--- config.mk ---
export PLATFORM = sky130hd
export DESIGN_NAME = pm_event_sci
export DESIGN_NICKNAME = d
export VERILOG_FILES = /design/src/rtl/pm_evt_pkg.sv /design/src/rtl/pm_bus_fsm.sv /design/src/rtl/pm_evt_regs.sv /design/src/rtl/pm_sci_fsm.sv /design/src/rtl/pm_event_sci.sv
export SDC_FILE = /design/constraint.sdc
export NUM_CORES = 1
export LEC_CHECK = 0
export ABC_AREA = 1
export BUFFER_PORTS_ARGS = -buffer_cell sky130_fd_sc_hd__buf_2
export CORE_ASPECT_RATIO = 0.9
export CORE_MARGIN = 4
export CORE_UTILIZATION = 51
export CTS_BUF_LIST = sky130_fd_sc_hd__clkbuf_4 sky130_fd_sc_hd__clkbuf_8
export CTS_CLUSTER_SIZE = 8
export DETAILED_ROUTE_END_ITERATION = 12
export HOLD_SLACK_MARGIN = 0.03
export PLACE_DENSITY_LB_ADDON = 0.15
export SLEW_MARGIN = 20
export SYNTH_ARGS = -nofsm -noshare
export SYNTH_HDL_FRONTEND = slang
export SYNTH_HIERARCHICAL = 1
export SYNTH_SLANG_ARGS = --single-unit
--- constraint.sdc ---
create_clock -name clk -period 1.19 [get_ports clk]
set_clock_uncertainty 0.15 [all_clocks]
set_input_delay 0.0595 -clock clk [delete_from_list [all_inputs] [get_ports clk]]
set_output_delay 0.0595 -clock clk [all_outputs]
set_load 0.01 [all_outputs]
--- src/rtl/pm_evt_pkg.sv ---
package pm_evt_pkg;

    localparam int REG_W = 16;

    localparam int BIT_TMR = 0;
    localparam int BIT_BM  = 4;
    localparam int BIT_GBL = 5;
    localparam int BIT_PWR = 8;
    localparam int BIT_SLP = 9;
    localparam int BIT_RTC = 10;
    localparam int BIT_WAK = 15;

    // latched, write-1-to-clear status positions
    localparam logic [REG_W-1:0] W1C_MASK =
        REG_W'((1 << BIT_WAK) | (1 << BIT_RTC) | (1 << BIT_SLP) |
               (1 << BIT_PWR) | (1 << BIT_BM));
    // status positions that mirror an input level
    localparam logic [REG_W-1:0] LEVEL_MASK =
        REG_W'((1 << BIT_TMR) | (1 << BIT_GBL));
    // enable positions that hold a written value
    localparam logic [REG_W-1:0] EN_WR_MASK =
        REG_W'((1 << BIT_PWR) | (1 << BIT_GBL));
    // status/enable pairs that can raise the interrupt
    localparam logic [REG_W-1:0] SCI_SRC_MASK =
        REG_W'((1 << BIT_TMR) | (1 << BIT_GBL) | (1 << BIT_PWR) |
               (1 << BIT_SLP) | (1 << BIT_RTC));

    typedef enum logic [1:0] {
        BUS_IDLE   = 2'd0,
        BUS_ACK    = 2'd1,
        BUS_REJECT = 2'd2
    } bus_state_e;

    typedef enum logic {
        SCI_LOW  = 1'b0,
        SCI_HIGH = 1'b1
    } sci_state_e;

    typedef enum logic [1:0] {
        SEL_NONE = 2'd0,
        SEL_STAT = 2'd1,
        SEL_EN   = 2'd2
    } reg_sel_e;

endpackage

--- src/rtl/pm_bus_fsm.sv ---
module pm_bus_fsm
    import pm_evt_pkg::*;
#(
    parameter int                ADDR_W    = 16,
    parameter logic [ADDR_W-1:0] BASE_ADDR = 16'h0400
) (
    input  logic              clk,
    input  logic              rst_n,
    input  logic              io_sel,
    input  logic              io_wr,
    input  logic [ADDR_W-1:0] io_addr,
    input  logic [2:0]        io_bytes,
    input  logic [REG_W-1:0]  stat_q,
    input  logic [REG_W-1:0]  en_q,
    output logic              stat_wr,
    output logic              en_wr,
    output logic [REG_W-1:0]  io_rdata,
    output logic              io_ack,
    output logic              io_err
);

    localparam int                ACC_BYTES = REG_W / 8;
    localparam logic [ADDR_W-1:0] EN_ADDR   = ADDR_W'(BASE_ADDR + ACC_BYTES);

    bus_state_e        state_q, state_d;
    reg_sel_e          sel;
    logic              size_ok;
    logic [REG_W-1:0]  rdata_q, rdata_d;

    always_comb begin
        if (io_addr == BASE_ADDR)     sel = SEL_STAT;
        else if (io_addr == EN_ADDR)  sel = SEL_EN;
        else                          sel = SEL_NONE;
    end

    assign size_ok = (io_bytes == 3'(ACC_BYTES));

    // next state and captured read data
    always_comb begin
        state_d = BUS_IDLE;
        rdata_d = '0;
        if (io_sel && sel != SEL_NONE) begin
            if (size_ok) begin
                state_d = BUS_ACK;
                if (!io_wr) begin
                    rdata_d = (sel == SEL_STAT) ? stat_q : en_q;
                end
            end else begin
                state_d = BUS_REJECT;
            end
        end
    end

    always_ff @(posedge clk or negedge rst_n) begin
        if (!rst_n) begin
            state_q <= BUS_IDLE;
            rdata_q <= '0;
        end else begin
            state_q <= state_d;
            rdata_q <= rdata_d;
        end
    end

    // outputs
    always_comb begin
        io_ack   = 1'b0;
        io_err   = 1'b0;
        io_rdata = '0;
        unique case (state_q)
            BUS_IDLE: ;
            BUS_ACK: begin
                io_ack   = 1'b1;
                io_rdata = rdata_q;
            end
            BUS_REJECT: io_err = 1'b1;
            default: ;
        endcase
    end

    assign stat_wr = io_sel && io_wr && size_ok && (sel == SEL_STAT);
    assign en_wr   = io_sel && io_wr && size_ok && (sel == SEL_EN);

    assert_reject_size_R8: assert property (@(posedge clk) disable iff (!rst_n)
        (io_sel && (io_addr == BASE_ADDR || io_addr == EN_ADDR) && io_bytes != 3'd2)
        |=> (io_err && !io_ack));

    assert_ack_err_excl_R9: assert property (@(posedge clk) disable iff (!rst_n)
        !(io_ack && io_err));

    assert_miss_silent_R9: assert property (@(posedge clk) disable iff (!rst_n)
        (io_sel && io_addr != BASE_ADDR && io_addr != EN_ADDR) |=> (!io_ack && !io_err));

endmodule

--- src/rtl/pm_evt_regs.sv ---
module pm_evt_regs
    import pm_evt_pkg::*;
(
    input  logic             clk,
    input  logic             rst_n,
    input  logic             stat_wr,
    input  logic             en_wr,
    input  logic [REG_W-1:0] wdata,
    input  logic             sci_en,
    input  logic             evt_tmr,
    input  logic             evt_gbl,
    input  logic             evt_bm,
    input  logic             evt_pwrbtn,
    input  logic             evt_slpbtn,
    input  logic             evt_rtc,
    input  logic             evt_wak,
    output logic [REG_W-1:0] stat_q,
    output logic [REG_W-1:0] en_q
);

    logic [REG_W-1:0] set_vec;
    logic [REG_W-1:0] lvl_vec;
    logic             unused_wbits;

    assign unused_wbits = ^(wdata & ~(W1C_MASK | EN_WR_MASK));

    always_comb begin
        set_vec          = '0;
        set_vec[BIT_BM]  = evt_bm;
        set_vec[BIT_PWR] = evt_pwrbtn && sci_en;
        set_vec[BIT_SLP] = evt_slpbtn;
        set_vec[BIT_RTC] = evt_rtc;
        set_vec[BIT_WAK] = evt_wak;
        lvl_vec          = '0;
        lvl_vec[BIT_TMR] = evt_tmr;
        lvl_vec[BIT_GBL] = evt_gbl;
    end

    for (genvar i = 0; i < REG_W; i++) begin : g_bit
        if (W1C_MASK[i]) begin : g_latch
            logic b_q;
            always_ff @(posedge clk or negedge rst_n) begin
                if (!rst_n)                  b_q <= 1'b0;
                else if (set_vec[i])         b_q <= 1'b1;
                else if (stat_wr && wdata[i]) b_q <= 1'b0;
            end
            assign stat_q[i] = b_q;
        end else if (LEVEL_MASK[i]) begin : g_level
            logic b_q;
            always_ff @(posedge clk or negedge rst_n) begin
                if (!rst_n) b_q <= 1'b0;
                else        b_q <= lvl_vec[i];
            end
            assign stat_q[i] = b_q;
        end else begin : g_rsvd
            assign stat_q[i] = 1'b0;
        end
    end

    always_ff @(posedge clk or negedge rst_n) begin
        if (!rst_n)     en_q <= '0;
        else if (en_wr) en_q <= wdata & EN_WR_MASK;
    end

    assert_pwr_event_wins_R7: assert property (@(posedge clk) disable iff (!rst_n)
        (evt_pwrbtn && sci_en) |=> stat_q[BIT_PWR]);

    assert_pwr_gated_R6: assert property (@(posedge clk) disable iff (!rst_n)
        (!sci_en && !stat_q[BIT_PWR]) |=> !stat_q[BIT_PWR]);

    assert_tmr_follows_R4: assert property (@(posedge clk) disable iff (!rst_n)
        evt_tmr |=> stat_q[BIT_TMR]);

    assert_gbl_drops_R4: assert property (@(posedge clk) disable iff (!rst_n)
        !evt_gbl |=> !stat_q[BIT_GBL]);

    assert_wr0_keeps_R3: assert property (@(posedge clk) disable iff (!rst_n)
        (stat_wr && !wdata[BIT_RTC] && stat_q[BIT_RTC]) |=> stat_q[BIT_RTC]);

endmodule

--- src/rtl/pm_sci_fsm.sv ---
module pm_sci_fsm
    import pm_evt_pkg::*;
(
    input  logic             clk,
    input  logic             rst_n,
    input  logic [REG_W-1:0] stat_q,
    input  logic [REG_W-1:0] en_q,
    output logic             sci
);

    sci_state_e state_q, state_d;
    logic       need;
    logic       unused_bits;

    assign need        = |(stat_q & en_q & SCI_SRC_MASK);
    assign unused_bits = ^((stat_q | en_q) & ~SCI_SRC_MASK);

    always_comb begin
        state_d = state_q;
        unique case (state_q)
            SCI_LOW:  if (need)  state_d = SCI_HIGH;   // raise
            SCI_HIGH: if (!need) state_d = SCI_LOW;    // drop
            default:  state_d = SCI_LOW;
        endcase
    end

    always_ff @(posedge clk or negedge rst_n) begin
        if (!rst_n) state_q <= SCI_LOW;
        else        state_q <= state_d;
    end

    always_comb begin
        unique case (state_q)
            SCI_HIGH: sci = 1'b1;
            default:  sci = 1'b0;
        endcase
    end

    assert_sci_rise_cause_R5: assert property (@(posedge clk) disable iff (!rst_n)
        $rose(sci) |-> $past(|(stat_q & en_q)));

    assert_sci_fall_cause_R5: assert property (@(posedge clk) disable iff (!rst_n)
        $fell(sci) |-> !$past(stat_q[BIT_PWR] && en_q[BIT_PWR]));

    assert_sci_ignores_wake_R5: assert property (@(posedge clk) disable iff (!rst_n)
        ((stat_q & en_q) == '0) |=> !sci);

endmodule

--- src/rtl/pm_event_sci.sv ---
module pm_event_sci
    import pm_evt_pkg::*;
#(
    parameter int                ADDR_W    = 16,
    parameter logic [ADDR_W-1:0] BASE_ADDR = 16'h0400
) (
    input  logic              clk,
    input  logic              rst_n,
    input  logic              io_sel,
    input  logic              io_wr,
    input  logic [ADDR_W-1:0] io_addr,
    input  logic [2:0]        io_bytes,
    input  logic [15:0]       io_wdata,
    output logic [15:0]       io_rdata,
    output logic              io_ack,
    output logic              io_err,
    input  logic              sci_en,
    input  logic              evt_tmr,
    input  logic              evt_gbl,
    input  logic              evt_bm,
    input  logic              evt_pwrbtn,
    input  logic              evt_slpbtn,
    input  logic              evt_rtc,
    input  logic              evt_wak,
    output logic              sci
);

    logic [REG_W-1:0] stat_q;
    logic [REG_W-1:0] en_q;
    logic             stat_wr;
    logic             en_wr;

    pm_bus_fsm #(
        .ADDR_W   (ADDR_W),
        .BASE_ADDR(BASE_ADDR)
    ) u_bus (
        .clk     (clk),
        .rst_n   (rst_n),
        .io_sel  (io_sel),
        .io_wr   (io_wr),
        .io_addr (io_addr),
        .io_bytes(io_bytes),
        .stat_q  (stat_q),
        .en_q    (en_q),
        .stat_wr (stat_wr),
        .en_wr   (en_wr),
        .io_rdata(io_rdata),
        .io_ack  (io_ack),
        .io_err  (io_err)
    );

    pm_evt_regs u_regs (
        .clk       (clk),
        .rst_n     (rst_n),
        .stat_wr   (stat_wr),
        .en_wr     (en_wr),
        .wdata     (io_wdata),
        .sci_en    (sci_en),
        .evt_tmr   (evt_tmr),
        .evt_gbl   (evt_gbl),
        .evt_bm    (evt_bm),
        .evt_pwrbtn(evt_pwrbtn),
        .evt_slpbtn(evt_slpbtn),
        .evt_rtc   (evt_rtc),
        .evt_wak   (evt_wak),
        .stat_q    (stat_q),
        .en_q      (en_q)
    );

    pm_sci_fsm u_sci (
        .clk   (clk),
        .rst_n (rst_n),
        .stat_q(stat_q),
        .en_q  (en_q),
        .sci   (sci)
    );

    assert_reset_quiet_R1: assert property (@(posedge clk) disable iff (!rst_n)
        $rose(rst_n) |-> !sci);

endmodule

== After elaboration in Yosys (flattened, before gate mapping) ==
Index checks and enable logic that the tools add are counted.
W data, S select, Z words.

* Bits of input ports: 47
* Word-level logic and storage cells: 60
* Register bits: 28
* Output and inout bits: 19

* Bitwise logic cells: 1
* Reduce and logical (&&, ||, !) cells: 18
* Equal/unequal tests: 7
* Multiplexer cells: 23

{| class="wikitable"
|+ Operators with widths
! kind !! number
|-
| $mux W16 || 5
|-
| $eq A16 B11 Y1 const B || 2
|-
| $mux W1 || 14
|-
| $reduce_bool A2 Y1 || 6
|-
| $and A11 B9 Y11 || 1
|-
| $logic_and A1 B1 Y1 || 11
|-
| $mux W2 || 4
|-
| $reduce_or A5 Y1 || 1
|-
| $eq A2 B1 Y1 const B || 2
|-
| $eq A2 B2 Y1 const B || 2
|-
| $eq A3 B2 Y1 const B || 1
|}

== Depth between registers and ports, before layout ==
Gate-level depths: netlist of run 1.

* Depth in word-level cells: 8
* Depth in mapped cells: 10
* Mapped depth without buffers: 9

== Hierarchy ==
The synthesis of run 1 kept the hierarchy.

{| class="wikitable"
|+ Modules (own cells, without submodules)
! module !! area an instance (µm²) !! cells each !! instances !! seq. area each (µm²)
|-
| pm_bus_fsm || 1182.4 || 189 || 1 || 450.4
|-
| pm_evt_regs || 554.3 || 66 || 1 || 225.2
|-
| pm_sci_fsm || 66.3 || 12 || 1 || 25.0
|}

== Worst setup path before layout of run 1 ==
Ideal clock, no wire load.

* Path kind: input-to-reg
* Start: input io_addr[7]
* End: register u_regs.g_bit[15].g_latch.b_q
* Path buffers: 1
* Required time: 0.924 ns
* Setup slack: -0.173 ns
* Cell stages on the path: 9
* Arrival: 1.096 ns
* Library setup time: 0.116 ns
* Path through: nor2_1 -> nand2_1 -> nor2_4 -> nand2_4 -> buf_2 -> nor2_1 -> nand2_1 -> nand2_1 -> nand2_1

* Longest elaborated chain between the ends: 7
* Elaborated cells on any way between the ends: 8
* Classes of those cells: eq/ne (3); mux (2); reduce/logical (3)

{| class="wikitable"
|+ RTL lines
! item !! RTL line !! text
|-
| from (decl) || pm_event_sci.sv:11 || <nowiki>input logic [ADDR_W-1:0] io_addr,</nowiki>
|-
| $eq A16 B11 Y1 || pm_bus_fsm.sv:32 || <nowiki>else if (io_addr == EN_ADDR) sel = SEL_EN;</nowiki>
|-
| $mux W2 || pm_bus_fsm.sv:32 ||
|-
| $mux W2 * || pm_bus_fsm.sv:31 || <nowiki>if (io_addr == BASE_ADDR) sel = SEL_STAT;</nowiki>
|-
| $eq A2 B1 Y1 * || pm_bus_fsm.sv:80 || <nowiki>assign stat_wr = io_sel && io_wr && size_ok && (sel == SEL_STAT);</nowiki>
|-
| $logic_and A1 B1 Y1 * || pm_bus_fsm.sv:80 ||
|-
| named net stat_wr || pm_event_sci.sv:30 || <nowiki>logic stat_wr;</nowiki>
|-
| $logic_and A1 B1 Y1 * || pm_evt_regs.sv:45 || <nowiki>else if (stat_wr && wdata[i]) b_q <= 1'b0;</nowiki>
|-
| $reduce_bool A2 Y1 (no source line) * || - ||
|-
| to (signal assigned) || pm_evt_regs.sv:43 || <nowiki>if (!rst_n) b_q <= 1'b0;</nowiki>
|-
| to (signal assigned) || pm_evt_regs.sv:44 || <nowiki>else if (set_vec[i]) b_q <= 1'b1;</nowiki>
|-
| to (signal assigned) || pm_evt_regs.sv:45 ||
|-
| to (decl) || pm_evt_regs.sv:41 || <nowiki>logic b_q;</nowiki>
|}

The timed path passes the listed nets; every way through them passes the cells marked *.
A chain may end at the register's enable or synchronous reset.

== Worst setup path after layout of run 1 ==
* Start: register u_bus.state_q[1]
* End: output io_rdata[1]

* Longest elaborated chain between the ends: 2

{| class="wikitable"
|+ RTL lines
! item !! RTL line !! text
|-
| from (decl) || pm_bus_fsm.sv:25 || <nowiki>bus_state_e state_q, state_d;</nowiki>
|-
| from (signal assigned) || pm_bus_fsm.sv:59 || <nowiki>state_q <= state_d;</nowiki>
|-
| $eq A2 B1 Y1 || pm_bus_fsm.sv:69 || <nowiki>unique case (state_q)</nowiki>
|-
| $mux W16 || pm_bus_fsm.sv:69 ||
|-
| to (decl) || pm_event_sci.sv:14 || <nowiki>output logic [15:0] io_rdata,</nowiki>
|}

Every way passes these cells.

==> results.cfg, run 1 <==
[placement]
dp_cells = 366
dp_hpwl_um = 2540
gp_congestion = 0.745
portBuffers = 55

[synthesis]
ys_ff_latch = 28
synth_compound_area_share_pct = 0.833
yosys-top-cells-area = dfrtp_1, inv_1, buf_4, nand2_1, nor2_1
synth_top_family_by_area = simple AND/OR/NAND/NOR gates
ys_types = 18
synth_xor_area_share_pct = 0
yosysTopAreaCellShare_pct = 38.9
synth_warnings = 6
syn-mean-instance-area_um2 = 6.75
synthSimpleGateAreaFrac_pct = 32.4
syn_area_um2 = 1800
yosys.area.top_type = dfrtp_1
synth_adder_area_share_pct = 0
synth-seq-area-share_pct = 38.9
synth_mux_area_share_pct = 0
netlist_instances = 267

[die]
start_util_pct = 53.4
io_pins = 66
die_h_um = 64.4
row_count = 20
coreArea_um2 = 3380
fp.dieW_um = 70.7
die_area_um2 = 4550

[critical_path]
cp_slowest_cell = dfrtp_1
worst-r2r-cell-count = 4
end_kind = primary output
crit_required_ps = 980
critPathMaxFanout = 8
timing.reg2reg.setup_slack_ps = 240
start_kind = register
path_cells = inv_2 > nand2_4 > buf_12 > nor2_1 > buf_2
cp.buffers_inverters = 3
path_delay_family = flip-flops
r2r_start = u_regs/g_bit[8].g_latch.b_q$_DFFE_PN0P_
arrival_ps = 1150
critPathKind = reg -> out
critPathMaxStageDelay_ps = 380
rr_endpoint = u_bus/rdata_q[8]$_DFF_PN0_

[power_and_ir_drop]
switching_share_pct = 21.0
p_leak_nw = 1.33
vdd_drop_max_mv = 0.500
p_seq_share_pct = 49.4
power_w = 0.00194
switching_power_w = 0.000406
internal-power_w = 0.00153
pwr-share-clk_pct = 38.6
powerDensity_nw_per_um2 = 770
comb_power_share_pct = 12.0

[grt]
grt_max_degree = 18
grt.total_usage_pct = 17.1
antenna_found_initial = 0
grt_first_pass_wirelength_um = 6330
grt_pass1_vias = 1504
grt_overflow = 0

[detailed_routing]
dr.pass1.iters = 4
vias = 1637
post_drt_wl_per_cell_um = 9.42
initialDrtViolationCount = 63
vias_per_cell = 4.20
finalWirelength_um = 3680
postRouteAntennaNets = 0
drc = 0

[sta]
post-route-period-util_pct = 114
slew_violations = 0
rsz0062_at_grt = yes
setup_violations = 18
worst_slack_ps = -170
fmax_mhz = 736
tns_ps = -2530
hold_viol = 0
whs_ps = 58.0
min_period_ps = 1360

[finish]
diodes = 0
syn_to_final_growth_pct = 39.6
fin_nets = 394
instances_no_fill = 390
nFillCells = 277
final_layout_size_suffix_gt1_share_pct = 29.2

[clock_tree]
cts.sinks = 28
cts-root-buf = clkbuf_8
cts_inserted_buffers = 3
h-tree-depth = 1
cts_buffer_depth = 2
clkTransAtPathRegs_ps = 90
tritoncts = yes
clk_latency_ps = 270

[worst_hold_path]
hp-class = in -> async

[job]
drv_cap = 0

[status]
status = finished with violations
failed_checks = setup timing
stage by stage:
stage / setup slack (ps) / utilization, % / cell area, um2
after detailed placement: -132 / 62.3 / 2100
final: -170 / 74.5 / 2520
after global routing: -208 / 74.5 / 2520
after global placement: -115 / 62.3 / 2100
after floorplan: 1.12 / - / 1910
after CTS: -149 / 70.4 / 2380
worst max-delay path by stage:
stage | startpoint | end | slack [ps] | cells past startpoint
after floorplan | io_addr[15] | u_regs/g_bit[10].g_latch.b_q$_DFFE_PN0P_ | 1 | 9
after global placement | io_addr[13] | u_regs/en_q[8]$_DFFE_PN0P_ | -110 | 7
after detailed placement | io_addr[13] | u_regs/en_q[8]$_DFFE_PN0P_ | -130 | 7
after CTS | u_bus/state_q[1]$_DFF_PN0_ | io_rdata[9] | -150 | 5
after global routing | u_bus/state_q[1]$_DFF_PN0_ | io_rdata[1] | -210 | 5
final | u_bus/state_q[1]$_DFF_PN0_ | io_rdata[1] | -170 | 5
kinds of logic after synthesis:
kind of cell    count (synthesis)
simple gates                  135
buf+inv                       100
compound gates                  3
flops                          28
other cells                     1
cell usage after synthesis:
cell type and number:
nand2_1 51, buf_1 1, buf_4 30, nand3_1 32, inv_1 64, conb_1 1, nand2_4 2, buf_2 3
clkbuf_1 1, nor2_4 2, nor3_1 1, nand3b_1 1, dfrtp_1 28, nor2_1 45, nand2_2 1, a21oi_1 1
buf_6 1, o21ai_0 2
final cells by class:
cell class | count | area [um2] | area share (%)
inverter | 64 | 240 | 9.55
tap | 44 | 55.1 | 2.19
multi-input combinational | 161 | 781 | 31.0
sequential | 28 | 701 | 27.8
timing repair buffer | 89 | 668 | 26.6
clock buffer | 3 | 41.3 | 1.64
clock inverter | 1 | 30.0 | 1.19
flip-flops by register name, summed over array words and instances, names as in the netlist:
signal and cells:
u_bus/rdata_q 16, u_regs/g_bit.g_latch.b_q 5, u_bus/state_q 2, u_regs/en_q 2, u_regs/g_bit.g_level.b_q 2, u_sci/state_q 1
power by group through the flow:
stage | sequential (W) | clock (W) | combinational (W)
finish | 0.000956 | 0.000748 | 0.000233
global route | 0.000957 | 0.000798 | 0.000268
CTS | 0.000956 | 0.000770 | 0.000228
detailed placement | 0.000975 | 0 | 0.000187
global placement | 0.000975 | 0 | 0.000184
floorplan | 0.000974 | 0 | 0.000142
repair_timing:
action | CTS | global route
pin swaps | 1 | 1
hold buffers | 17 | 0
endpoints found under the setup margin | 17 | 18
hold endpoints to repair | 38 | 0
buffers inserted | 2 | 1
cloned | 0 | 1
resized for setup | 7 | 32
worst register-to-register path: cells and delay by family (launching register included):
kind,cells,cell delay (ps)
AND/OR/NAND/NOR,3,220
flip-flops,1,410
buffers and inverters,1,60
routing by layer:
metal / routed length, um / global-route usage, %
met5: 0 / 0
met4: 14 / 2.82
met2: 1920 / 32.7
met1: 1570 / 20.5
met3: 178 / 2.52
cell usage in the layout (no fill, tap or decap):
cell type	n
buf_6	10
nor2_1	28
a21oi_1	1
conb_1	23
nor2_4	11
nor3_1	1
buf_4	12
dlygate4sd3_1	17
nand2_2	1
inv_1	62
bufinv_16	1
nor2_2	8
inv_2	2
dfrtp_1	28
buf_12	3
nand2_1	50
o21ai_0	2
buf_2	47
nand3_1	32
nand2_4	3
nand3b_1	1
clkbuf_8	3
(Power assumes the default switching activity.)
==> run 2: changes to the inputs <==
Settings changed: SKIP_LAST_GASP from default to 1.
==> results.cfg, run 2 (same netlist as run 1, synthesis figures left out) <==
[grt]
grt.total_usage_pct = 17.1
antenna_found_initial = 0
grt_overflow = 0
grt_first_pass_wirelength_um = 6330
grt_pass1_vias = 1504
grt_max_degree = 18

[power_and_ir_drop]
vdd_drop_max_mv = 0.500
switching_share_pct = 21.0
p_seq_share_pct = 49.4
pwr-share-clk_pct = 38.6
power_w = 0.00194
internal-power_w = 0.00153
comb_power_share_pct = 12.0
switching_power_w = 0.000407
p_leak_nw = 1.33
powerDensity_nw_per_um2 = 770

[finish]
largest_reg_flops = 16
syn_to_final_growth_pct = 39.6
largest_register = u_bus/rdata_q
final_cell_mix = inv_1, nand2_1, buf_2, nand3_1
diodes = 0
final_layout_size_suffix_gt1_share_pct = 29.2
fin_nets = 394
layout_commonest_cell = inv_1
top_regs = u_bus/rdata_q (16), u_regs/g_bit.g_latch.b_q (5)

[critical_path]
critPathMaxFanout = 8
start_kind = register
arrival_ps = 1150
end_kind = primary output
crit_required_ps = 980
critPathKind = reg -> out

[clock_tree]
cts_inserted_buffers = 3
clkTransAtPathRegs_ps = 90
clk_latency_ps = 270
tritoncts = yes
h-tree-depth = 1
cts.sinks = 28
cts_buffer_depth = 2
cts-root-buf = clkbuf_8

[status]
status = finished with violations
failed_checks = setup timing

[detailed_routing]
finalWirelength_um = 3680
postRouteAntennaNets = 0
initialDrtViolationCount = 62
post_drt_wl_per_cell_um = 9.44
vias_per_cell = 4.20
vias = 1637
dr.pass1.iters = 4
drc = 0

[placement]
portBuffers = 55
dp_hpwl_um = 2540
gp_congestion = 0.745

[sta]
post-route-period-util_pct = 114
rsz0062_at_grt = yes
setup_violations = 18
worst_slack_ps = -170
min_period_ps = 1360
slew_violations = 0
fmax_mhz = 735
whs_ps = 58.0
tns_ps = -2510
hold_viol = 0

[die]
coreArea_um2 = 3380
die_h_um = 64.4
fp.dieW_um = 70.7
io_pins = 66
start_util_pct = 53.4
row_count = 20
die_area_um2 = 4550

[worst_hold_path]
hp-class = in -> async

[job]
drv_cap = 0
[run 2: cell counts in the layout (fill, tap and decap cells not counted)]
Identical to the previous run, type by type.
[run 2: metrics by stage]
step           utilization [%]  instance area [um2]  worst slack (ps)  instances
5_1_grt                   74.5                 2520              -208        390
6_report                  74.5                 2520              -170        390
3_3_place_gp              62.3                 2100              -115        366
4_1_cts                   70.4                 2380              -149        389
2_1_floorplan                -                 1910              1.12        289
3_5_place_dp              62.3                 2100              -132        366
[run 2: cell type report]
type,instances,area [um2]
fillers,277,862
multi-input cells,161,781
flip-flops and latches,28,701
repair buffers,89,668
inverters,64,240
well taps,44,55.1
clock buffers,3,41.3
clock inverters,1,30.0
[run 2: final timing paths]
| check | start | endpoint | slack [ps] | cells past startpoint |
|---|---|---|---|---|
| worst max-delay path | u_bus/state_q[1]$_DFF_PN0_ | io_rdata[1] | -170 | 5 |
| worst min-delay path | rst_n | u_bus/rdata_q[13]$_DFF_PN0_ | 60 | 2 |
| worst max register to register | u_regs/g_bit[8].g_latch.b_q$_DFFE_PN0P_ | u_bus/rdata_q[8]$_DFF_PN0_ | 240 | 4 |
| worst min register to register | u_regs/g_bit[15].g_latch.b_q$_DFFE_PN0P_ | u_regs/g_bit[15].g_latch.b_q$_DFFE_PN0P_ | 340 | 2 |
| max in group asynchronous | rst_n | u_bus/rdata_q[4]$_DFF_PN0_ | 450 | 3 |
| min in group clk | io_wr | u_bus/rdata_q[12]$_DFF_PN0_ | 70 | 5 |
[run 2: critical path: stages, from the launching register on]
cell and delay (ps):
dfrtp_1 380, inv_2 70, nand2_4 70, buf_12 150, nor2_1 70, buf_2 130
[run 2: metal layers]
layer,vias to the layer above,track usage (%),routed length [um]
li1,879,-,-
met1,720,20.5,1580
met2,36,32.7,1920
met3,2,2.52,173
met4,0,2.82,14
met5,-,0,0
[run 2: power by group through the flow]
| stage | clock (W) | combinational (W) | sequential (W) |
|---|---|---|---|
| finish | 0.000748 | 0.000233 | 0.000956 |
| global route | 0.000798 | 0.000268 | 0.000957 |
| CTS | 0.000770 | 0.000228 | 0.000956 |
| detailed placement | 0 | 0.000187 | 0.000975 |
| global placement | 0 | 0.000184 | 0.000975 |
| floorplan | 0 | 0.000142 | 0.000974 |
[run 2: what timing repair did]
action                                  4_1_cts  5_1_grt
resized for setup                             7       32
hold endpoints to repair                     38        0
endpoints found under the setup margin       17       18
pin swaps                                     0        1
cloned                                        0        1
buffers inserted                              2        1
hold buffers                                 17        0
